**src/rtl/irqv_pkg.sv**
```systemverilog
package irqv_pkg;
    typedef enum logic [1:0] {
        SV_IDLE  = 2'd0,
        SV_RX    = 2'd1,
        SV_TX    = 2'd2,
        SV_RX_TX = 2'd3
    } svc_state_t;

    localparam logic [2:0] CMD_CLR_TX  = 3'b101;
    localparam logic [2:0] CMD_CLR_IUS = 3'b111;

    // kind: 0 rx, 1 tx, 2 none
    function automatic logic [7:0] vec_code(input logic hi, input logic chan_b, input logic [1:0] kind);
        logic [7:0] c;
        if (kind == 2'd2)      c = hi ? 8'h60 : 8'h06;
        else if (kind == 2'd0) c = hi ? (chan_b ? 8'h20 : 8'h30) : (chan_b ? 8'h04 : 8'h0C);
        else                   c = chan_b ? 8'h00 : (hi ? 8'h10 : 8'h08);
        return c;
    endfunction
endpackage

```
**src/rtl/irqv_chan.sv**
```systemverilog
module irqv_chan
    import irqv_pkg::*;
(
    input  logic       clk,
    input  logic       rst_n,
    input  logic       rx_char,
    input  logic       tx_empty,
    input  logic       data_rd,
    input  logic       data_wr,
    input  logic       cmd_we,
    input  logic [2:0] cmd_code,
    input  logic       tx_ie,
    input  logic [1:0] rx_mode,
    input  logic       brk,
    input  logic       brk_ie,
    output logic       req_o,
    output logic       rx_pend_o,
    output logic       tx_pend_o,
    output logic       rx_svc_o,
    output logic       tx_svc_o,
    output logic       tx_flag_o,
    output logic       ext_flag_o,
    output logic       rx_avail_o
);
    svc_state_t state_q, state_d;
    logic rx_pend_q, tx_pend_q, tx_flag_q, rx_avail_q;
    logic clr_tx, clr_ius, rx_svc, tx_svc, tx_take;

    assign clr_tx  = cmd_we && (cmd_code == CMD_CLR_TX);
    assign clr_ius = cmd_we && (cmd_code == CMD_CLR_IUS);
    assign rx_svc  = (state_q == SV_RX) || (state_q == SV_RX_TX);
    assign tx_svc  = (state_q == SV_TX) || (state_q == SV_RX_TX);
    assign tx_take = (tx_empty && !rx_svc) || (data_rd && tx_pend_q)
                   || (clr_ius && rx_svc && tx_pend_q);

    // next service state
    always_comb begin
        state_d = state_q;
        unique case (state_q)
            SV_IDLE: begin
                if (rx_char)                      state_d = SV_RX;
                else if (tx_empty)                state_d = SV_TX;
                else if (data_rd && tx_pend_q)    state_d = SV_TX;
                else if (clr_tx && rx_pend_q)     state_d = SV_RX;
            end
            SV_RX: begin
                if (data_rd || clr_ius)           state_d = tx_pend_q ? SV_TX : SV_IDLE;
            end
            SV_TX: begin
                if (rx_char)                      state_d = SV_RX_TX;
                else if (clr_tx)                  state_d = rx_pend_q ? SV_RX : SV_IDLE;
                else if (clr_ius)                 state_d = SV_IDLE;
            end
            SV_RX_TX: begin
                if (data_rd || clr_ius)           state_d = SV_TX;
                else if (clr_tx)                  state_d = SV_RX;
            end
        endcase
    end

    always_ff @(posedge clk or negedge rst_n) begin
        if (!rst_n) state_q <= SV_IDLE;
        else        state_q <= state_d;
    end

    always_ff @(posedge clk or negedge rst_n) begin
        if (!rst_n) begin
            rx_pend_q  <= 1'b0;
            tx_pend_q  <= 1'b0;
            tx_flag_q  <= 1'b0;
            rx_avail_q <= 1'b0;
        end else begin
            if (rx_char) begin
                rx_pend_q  <= 1'b1;
                rx_avail_q <= 1'b1;
            end else if (data_rd) begin
                rx_pend_q  <= 1'b0;
                rx_avail_q <= 1'b0;
            end
            if (tx_empty)                tx_pend_q <= 1'b1;
            else if (data_wr || clr_tx)  tx_pend_q <= 1'b0;
            if (clr_tx)                  tx_flag_q <= 1'b0;
            else if (tx_take && tx_ie)   tx_flag_q <= 1'b1;
        end
    end

    // outputs
    always_comb begin
        ext_flag_o = brk && brk_ie;
        req_o      = (tx_pend_q && tx_ie)
                   || (rx_pend_q && (rx_mode == 2'b01 || rx_mode == 2'b10))
                   || ext_flag_o;
        rx_pend_o  = rx_pend_q;
        tx_pend_o  = tx_pend_q;
        rx_svc_o   = rx_svc;
        tx_svc_o   = tx_svc;
        tx_flag_o  = tx_flag_q;
        rx_avail_o = rx_avail_q;
    end

    AST_RX_TAKES_SVC: assert property (@(posedge clk) disable iff (!rst_n)
        rx_char |=> rx_svc_o && rx_pend_o && rx_avail_o);
    AST_TX_BLOCKED: assert property (@(posedge clk) disable iff (!rst_n)
        (tx_empty && rx_svc) |=> tx_pend_o && (tx_svc_o == $past(tx_svc)));
    AST_CLR_TX: assert property (@(posedge clk) disable iff (!rst_n)
        clr_tx |=> !tx_pend_o && !tx_svc_o && !tx_flag_o);
    AST_IUS_HANDOVER: assert property (@(posedge clk) disable iff (!rst_n)
        (clr_ius && rx_svc && tx_pend_q) |=> !rx_svc_o && tx_svc_o);
    AST_READ_CLEARS: assert property (@(posedge clk) disable iff (!rst_n)
        data_rd |=> !rx_pend_o && !rx_avail_o && !rx_svc_o);
    AST_WRITE_DROPS: assert property (@(posedge clk) disable iff (!rst_n)
        data_wr |=> !tx_pend_o);
endmodule

```
**src/rtl/irqv_vec.sv**
```systemverilog
module irqv_vec
    import irqv_pkg::*;
(
    input  logic [1:0] rx_svc,
    input  logic [1:0] tx_svc,
    input  logic       status_hi,
    output logic [7:0] vec_o
);
    always_comb begin
        if (rx_svc[0])      vec_o = vec_code(status_hi, 1'b0, 2'd0);
        else if (tx_svc[0]) vec_o = vec_code(status_hi, 1'b0, 2'd1);
        else if (rx_svc[1]) vec_o = vec_code(status_hi, 1'b1, 2'd0);
        else if (tx_svc[1]) vec_o = vec_code(status_hi, 1'b1, 2'd1);
        else                vec_o = vec_code(status_hi, 1'b0, 2'd2);
    end
endmodule

```
**src/rtl/irqv_prio_unit.sv**
```systemverilog
module irqv_prio_unit
    import irqv_pkg::*;
(
    input  logic       clk,
    input  logic       rst_n,
    input  logic [1:0] rx_char_i,
    input  logic [1:0] tx_empty_i,
    input  logic [1:0] data_rd_i,
    input  logic [1:0] data_wr_i,
    input  logic [1:0] cmd_we_i,
    input  logic [5:0] cmd_code_i,
    input  logic [1:0] tx_ie_i,
    input  logic [3:0] rx_mode_i,
    input  logic [1:0] brk_i,
    input  logic [1:0] brk_ie_i,
    input  logic       status_hi_i,
    output logic       irq_o,
    output logic [5:0] pend_o,
    output logic [7:0] vector_o,
    output logic [1:0] rx_avail_o
);
    localparam int NCH   = 2;
    localparam int PBITS = 3;

    logic [NCH-1:0] req, rx_pend, tx_pend, rx_svc, tx_svc, tx_flag, ext_flag;

    for (genvar c = 0; c < NCH; c++) begin : g_ch
        localparam int BASE = PBITS * (NCH - 1 - c);
        irqv_chan u_chan (
            .clk        (clk),
            .rst_n      (rst_n),
            .rx_char    (rx_char_i[c]),
            .tx_empty   (tx_empty_i[c]),
            .data_rd    (data_rd_i[c]),
            .data_wr    (data_wr_i[c]),
            .cmd_we     (cmd_we_i[c]),
            .cmd_code   (cmd_code_i[3*c +: 3]),
            .tx_ie      (tx_ie_i[c]),
            .rx_mode    (rx_mode_i[2*c +: 2]),
            .brk        (brk_i[c]),
            .brk_ie     (brk_ie_i[c]),
            .req_o      (req[c]),
            .rx_pend_o  (rx_pend[c]),
            .tx_pend_o  (tx_pend[c]),
            .rx_svc_o   (rx_svc[c]),
            .tx_svc_o   (tx_svc[c]),
            .tx_flag_o  (tx_flag[c]),
            .ext_flag_o (ext_flag[c]),
            .rx_avail_o (rx_avail_o[c])
        );
        assign pend_o[BASE]     = ext_flag[c];
        assign pend_o[BASE + 1] = tx_flag[c];
        assign pend_o[BASE + 2] = rx_pend[c];
    end

    assign irq_o = |req;

    irqv_vec u_vec (
        .rx_svc    (rx_svc),
        .tx_svc    (tx_svc),
        .status_hi (status_hi_i),
        .vec_o     (vector_o)
    );

    AST_VEC_RX_A: assert property (@(posedge clk) disable iff (!rst_n)
        rx_svc[0] |-> (vector_o == 8'h0C || vector_o == 8'h30));
    AST_VEC_IDLE: assert property (@(posedge clk) disable iff (!rst_n)
        (rx_svc == 2'b00 && tx_svc == 2'b00) |-> (vector_o == 8'h06 || vector_o == 8'h60));
    AST_IRQ_TX: assert property (@(posedge clk) disable iff (!rst_n)
        (tx_pend[0] && tx_ie_i[0]) |-> irq_o);
endmodule

```
**config.mk**
```make
export PLATFORM = sky130hd
export DESIGN_NAME = irqv_prio_unit
export DESIGN_NICKNAME = d
export VERILOG_FILES = /design/src/rtl/irqv_pkg.sv /design/src/rtl/irqv_chan.sv /design/src/rtl/irqv_vec.sv /design/src/rtl/irqv_prio_unit.sv
export SDC_FILE = /design/constraint.sdc
export NUM_CORES = 1
export LEC_CHECK = 0
export BUFFER_PORTS_ARGS = -buffer_cell sky130_fd_sc_hd__buf_2
export CORE_MARGIN = 2
export CORE_UTILIZATION = 44
export CTS_CLUSTER_DIAMETER = 60
export DETAILED_ROUTE_END_ITERATION = 10
export PLACE_DENSITY = 0.93
export SLEW_MARGIN = 20
export SYNTH_ARGS = -nofsm -noshare
export SYNTH_HDL_FRONTEND = slang
export SYNTH_HIERARCHICAL = 1
export SYNTH_SLANG_ARGS = --single-unit
```
**constraint.sdc**
```tcl
create_clock -name clk -period 5.75 [get_ports clk]
set_clock_uncertainty 0.15 [all_clocks]
set_input_delay 0.8625 -clock clk [delete_from_list [all_inputs] [get_ports clk]]
set_output_delay 0.8625 -clock clk [all_outputs]
set_load 0.005 [all_outputs]
```
# ---- Yosys cells after proc, flatten, opt, wreduce, memory -nomap -nowiden
# Index checks and enable logic that the tools add are counted.
dict set report totals {
  ff_bits 10
  latchBits 0
  ram_bits 0
  romBits 0
  in_bits 29
  output_inout_bits 17
  word_cells 129
  n_memories 0
}
dict set report classes {
  addsub 0
  n_mul 0
  div 0
  magnitude_cmp 0
  eq_ne 22
  n_shift 0
  n_mux 46
  bitwise 0
  n_reduce_logical 53
}
# cell n
set ops {}
lappend ops {{2-to-1 mux 2 bit} 22}
lappend ops {{2-to-1 mux 8 bit} 4}
lappend ops {{logical AND 1 bit} 22}
lappend ops {{logical OR 1 bit} 18}
lappend ops {{one-hot mux 2 bit (4 select lines)} 2}
lappend ops {{2-to-1 mux 1 bit} 14}
lappend ops {{== test 2 bit, second input constant} 6}
lappend ops {{== test 3 bit, second input constant} 4}
lappend ops {{2-to-1 mux 6 bit} 2}
lappend ops {{nonzero test 2 bit} 6}
lappend ops {{inequality test 5 x 3 -> 1 bit, second input constant} 2}
lappend ops {{== test 2 x 1 -> 1 bit, second input constant} 4}
lappend ops {{inequality test 4 x 2 -> 1 bit, second input constant} 2}
lappend ops {{AND reduction 4 bit} 2}
lappend ops {{2-to-1 mux 7 bit} 1}
lappend ops {{inequality test 3 x 2 -> 1 bit, second input constant} 2}
lappend ops {{2-to-1 mux 5 bit} 1}
lappend ops {{zero test 2 bit} 2}
lappend ops {{inequality test 2 bit, second input constant} 2}
lappend ops {{zero test 1 bit} 2}
lappend ops {{OR reduction 2 bit} 1}

# ---- Longest topological paths before layout
dict set report depth {
  word_depth 9
  mapped_depth 4
  depth_no_buf 4
}

# ---- Modules after synthesis
# Netlist, hierarchy kept.
# module n_inst cells_per_inst area_per_inst_um2 seq_area_each_um2
set modules_own_cells {}
lappend modules_own_cells {{irqv_chan at g_ch[0].u_chan} 1 37 322.8 125.1}
lappend modules_own_cells {{irqv_chan at g_ch[1].u_chan} 1 36 315.3 125.1}
lappend modules_own_cells {irqv_vec 1 14 76.3 0.0}
lappend modules_own_cells {irqv_prio_unit 1 1 6.3 0.0}

# ---- Worst setup path before layout
# Ideal clock, no wire load.
dict set report synth_path {
  path_kind {register -> output}
  startpoint {register g_ch[0].u_chan.state_q[0]}
  endpoint {output vector_o[1]}
  arrival_ns 1.559
  required_ns 4.738
  setup_slack_ns 3.178
  path_stages_with_launch 4
  n_path_buf 1
  path_cell_list {dfrtp_1 > dlygate4sd3_1 > or4_4 > nor2_1}
}
dict set report synth_between {
  elab_cells_between_ends 7
  cone_classes {3 x eq/ne; 2 x mux; 2 x reduce/logical}
}
# item line
set synth_rtl {}
lappend synth_rtl {{from (decl)} irqv_chan.sv:25} ;# svc_state_t state_q, state_d;
lappend synth_rtl {{from (signal assigned)} irqv_chan.sv:63} ;# else state_q <= state_d;
lappend synth_rtl {{== test 2 x 1 -> 1 bit or == test 2 bit (tied branches)} irqv_chan.sv:31} ;# assign rx_svc = (state_q == SV_RX) || (state_q == SV_RX_TX);
lappend synth_rtl {{logical OR 1 bit (*)} irqv_chan.sv:31}
lappend synth_rtl {{net rx_svc[0]} irqv_prio_unit.sv:25} ;# logic [NCH-1:0] req, rx_pend, tx_pend, rx_svc, tx_svc, tx_flag, ext_flag;
lappend synth_rtl {{2-to-1 mux 8 bit (*)} irqv_vec.sv:10} ;# if (rx_svc[0]) vec_o = vec_code(status_hi, 1'b0, 2'd0);
lappend synth_rtl {{to (decl)} irqv_prio_unit.sv:19} ;# output logic [7:0] vector_o,
# Mark *: on every way through the listed nets, which the timed path passes. The rest lies on a longest branch.

# ---- Worst setup path after layout
dict set report layout_path {
  startpoint {input rx_mode_i[2]}
  endpoint {output irq_o}
}
dict set report layout_between {
  elab_chain_len 6
  elab_cells_between_ends 7
  cone_classes {2 x eq/ne; 5 x reduce/logical}
}
# item line
set layout_rtl {}
lappend layout_rtl {{from (decl)} irqv_prio_unit.sv:13} ;# input logic [3:0] rx_mode_i,
lappend layout_rtl {{== test 2 x 1 -> 1 bit or == test 2 bit (tied branches)} irqv_chan.sv:91} ;# || (rx_pend_q && (rx_mode == 2'b01 || rx_mode == 2'b10))
lappend layout_rtl {{logical OR 1 bit (*)} irqv_chan.sv:91}
lappend layout_rtl {{logical AND 1 bit (*)} irqv_chan.sv:91}
lappend layout_rtl {{logical OR 1 bit (*)} irqv_chan.sv:91}
lappend layout_rtl {{logical OR 1 bit (*)} irqv_chan.sv:92} ;# || ext_flag_o;
lappend layout_rtl {{net req[1]} irqv_prio_unit.sv:25}
lappend layout_rtl {{OR reduction 2 bit (*)} irqv_prio_unit.sv:56} ;# assign irq_o = |req;
lappend layout_rtl {{to (decl)} irqv_prio_unit.sv:17} ;# output logic irq_o,
# Marked as above.

==> key figures <==
Status
  • Status: completed

Floorplan
  • Die area: 1978 µm²
  • Core area: around 1500 µm²
  • Number of cell rows: 14
  • Initial Util: 47.29%
  • Die width: between 40 and 50 µm
  • Die Height: 44.47 µm
  • Ports: 46

Cells and area
  • Final instance area: 930.9 µm²
  • Layout filler cell count: 130
  • Number of diodes: 0
  • Post-route non-filler standard cell count: between 100 and 150
  • Nets: between 150 and 200
  • Layout cells sized above 1: between 30% and 40%
  • Finished Core Util: 61.08%
  • Area Overhead vs Synth: 29.17%

GRT
  • Total congestion overflow: 0
  • Gr usage total: 19.92%
  • First-pass GRT wire length: about 2900 µm
  • Initial antenna violation count: 0
  • Vias in the first global route: 723
  • Largest net degree at the start of global routing: 13

Clock tree
  • PostCTS Resize Cnt: 0
  • Clk root buf: clkbuf_4
  • Worst-path clk slew: about 0.070 ns
  • Clock latency on the worst-skew pair: roughly 0.26 ns
  • Hold-fix buffers, CTS: 0
  • CTS Sinks: 10
  • Post-CTS setup buffers: 0
  • CTS buffer count: 3
  • H-tree levels: 1
  • Clock Path Buffers: 2
  • CTS tree: done

Detailed routing
  • Routed wire length per instance: roughly 12 µm
  • Total wire length: 1735 µm
  • Drt drc: 0
  • Vias: 788
  • First-pass DRT Iterations: 4
  • Vias per inst: 5.510
  • Antenna Nets Post-Route: 0
  • Iter 0 DRT Violations: 20

Worst setup path
  • Critical path class: in2out
  • Critical path arrival: 1.77 ns
  • Critical-path cell list: buf_2, xor2_1, a221o_1, or2_1, buf_2
  • Startpoint Class: input pin
  • R2R Path Start: g_ch[0].u_chan/state_q[0]
  • CP endpoint kind: primary output
  • Critical path's slowest cell: a221o_1
  • Worst Path Required: 4.74 ns
  • Setup crit start: rx_mode_i[2]
  • Most frequent CP cell: buf_2
  • CP max FO: 1
  • Crit-path max cell delay: 0.31 ns

Yosys
  • Seq/Total Area, Yosys: between 30% and 40%
  • Area contributors post-synth: dfrtp_1 35%, o21ai_0 5.6%, buf_4 4.2%
  • EDFF count, synth: 0
  • Area share of the largest cell type after synthesis: around a third
  • Yosys reg bits: 10
  • Yosys cell types: 34
  • Average cell area after synthesis: just over 8 µm²
  • Primary FF master, synth: dfrtp_1
  • Syn Inst Count: about 90
  • Most common library cells after synthesis: 10 x dfrtp_1, 8 x nor2_1, 8 x o21ai_0
  • Mapped Area: approximately 700 µm²
  • Most common cell in the netlist: dfrtp_1
  • Largest area contributor in the netlist: dfrtp_1
  • Asr flop ratio synth: 100.0%
  • Ys Warns: 6

STA
  • Final period utilization: 48.37%
  • Setup_tns: 0 ns
  • Slew Viols, Final: 0
  • Post-layout min period: between 2 and 3 ns
  • Final Hold Fails: 0
  • RSZ-0062 raised after global routing: no
  • Final setup fails: 0
  • Max Freq: approximately 0.36 GHz

Placement
  • Inst Count DP: 140
  • Buffers on Ports: 43
  • Final Wtd Congestion: about 0.88
  • DP HPWL: 1355 µm
  • DP Area: roughly 910 µm²

Power and ir drop
  • P_leak: around 0.48 nW
  • Pwr dens: approximately 240 nW/µm²
  • Peak VDD IR: around 0.16 mV

Run
  • # Max-Cap Violations: 0

Min path
  • HP Class: in2async
cell type report:
cell class,instances,area [µm²],area share (%)
multi-input combinational,66,404.1,43.41
sequential,10,250.2,26.88
timing repair buffer,43,215.2,23.12
clock buffer,3,22.52,2.419
tap,16,20.02,2.151
inverter,5,18.77,2.016
cells by family (layout without fill, tap and decap cells):
| logic type | count (synthesis) | in the layout | share of synthesized area (%) |
|---|---|---|---|
| buffers and inverters | 13 | 51 | 9.723 |
| flip-flops | 10 | 10 | 34.72 |
| AO/OA/AOI/OAI | 27 | 27 | 25.17 |
| XOR/XNOR | 2 | 2 | 2.431 |
| other | 1 | 2 | 0.5203 |
| AND/OR/NAND/NOR | 35 | 35 | 27.43 |
stage by stage:
step	total power [W]	worst slack (ns)	hold WS (ns)
finish	0.0002259	2.969	0.2952
CTS	0.0002268	2.957	0.2978
global placement	0.0001733	2.989	0.3316
global route	0.0002424	2.877	0.3083
floorplan	0.0001500	3.178	0.3360
detailed placement	0.0001776	2.963	0.3425
placed cells by master, fill, tap and decap left out, types with 3 or more instances in the layout:
cell	synthesis	final
a21o_1	3	3
a21oi_1	4	4
inv_1	5	5
a31oi_1	4	4
buf_2	0	43
nor2_1	8	8
nand3_1	5	5
clkbuf_4	0	3
o21ai_0	8	8
dfrtp_1	10	10
nand2_1	5	5
per-layer routing:
metal / routed length (µm) / GRT usage [%] / vias to the layer above / part of all wire, %
met2: 906 / 35.07 / 38 / 52
met5: 0 / 0 / - / 0
met3: 110 / 2.449 / 0 / 6.3
li1: - / - / 392 / -
met1: 718 / 23.08 / 358 / 41
met4: 0 / 10.91 / 0 / 0
sequential cells by signal (all words and copies together), names as in the netlist:
register,cells
g_ch.u_chan/state_q,4
g_ch.u_chan/rx_avail_o,2
g_ch.u_chan/tx_flag_o,2
g_ch.u_chan/tx_pend_o,2
critical path, delay by kind of cell:
kind	cells	cell delay (ns)
buffers and inverters	2	0.22
xor gates and xnor gates	1	0.15
AOI/OAI and AO/OA	1	0.31
and+or+nand+nor	1	0.22
report_power, final:
| part | total (W) | internal, W | switching (W) | leakage (nW) |
|---|---|---|---|---|
| clock | 0.0000481 | 0.0000241 | 0.0000240 | 0.0138 |
| sequential | 0.000102 | 0.0000822 | 0.0000196 | 0.110 |
| combinational | 0.0000759 | 0.0000418 | 0.0000341 | 0.355 |
| total | 0.000226 | 0.000148 | 0.0000777 | 0.479 |
worst paths after layout:
check                                            end  slack [ns]  depth (start not counted)
max                                            irq_o        2.97                          5
min                        g_ch[1].u_chan/rx_avail_o        0.30                          1
max reg2reg                g_ch[0].u_chan/state_q[1]        4.27                          3
min reg2reg                 g_ch[1].u_chan/tx_flag_o        0.36                          2
max in group asynchronous  g_ch[0].u_chan/state_q[1]        4.96                          1
min in group clk            g_ch[1].u_chan/tx_flag_o        0.36                          2
Note: power is estimated with default switching activity, not from simulation.
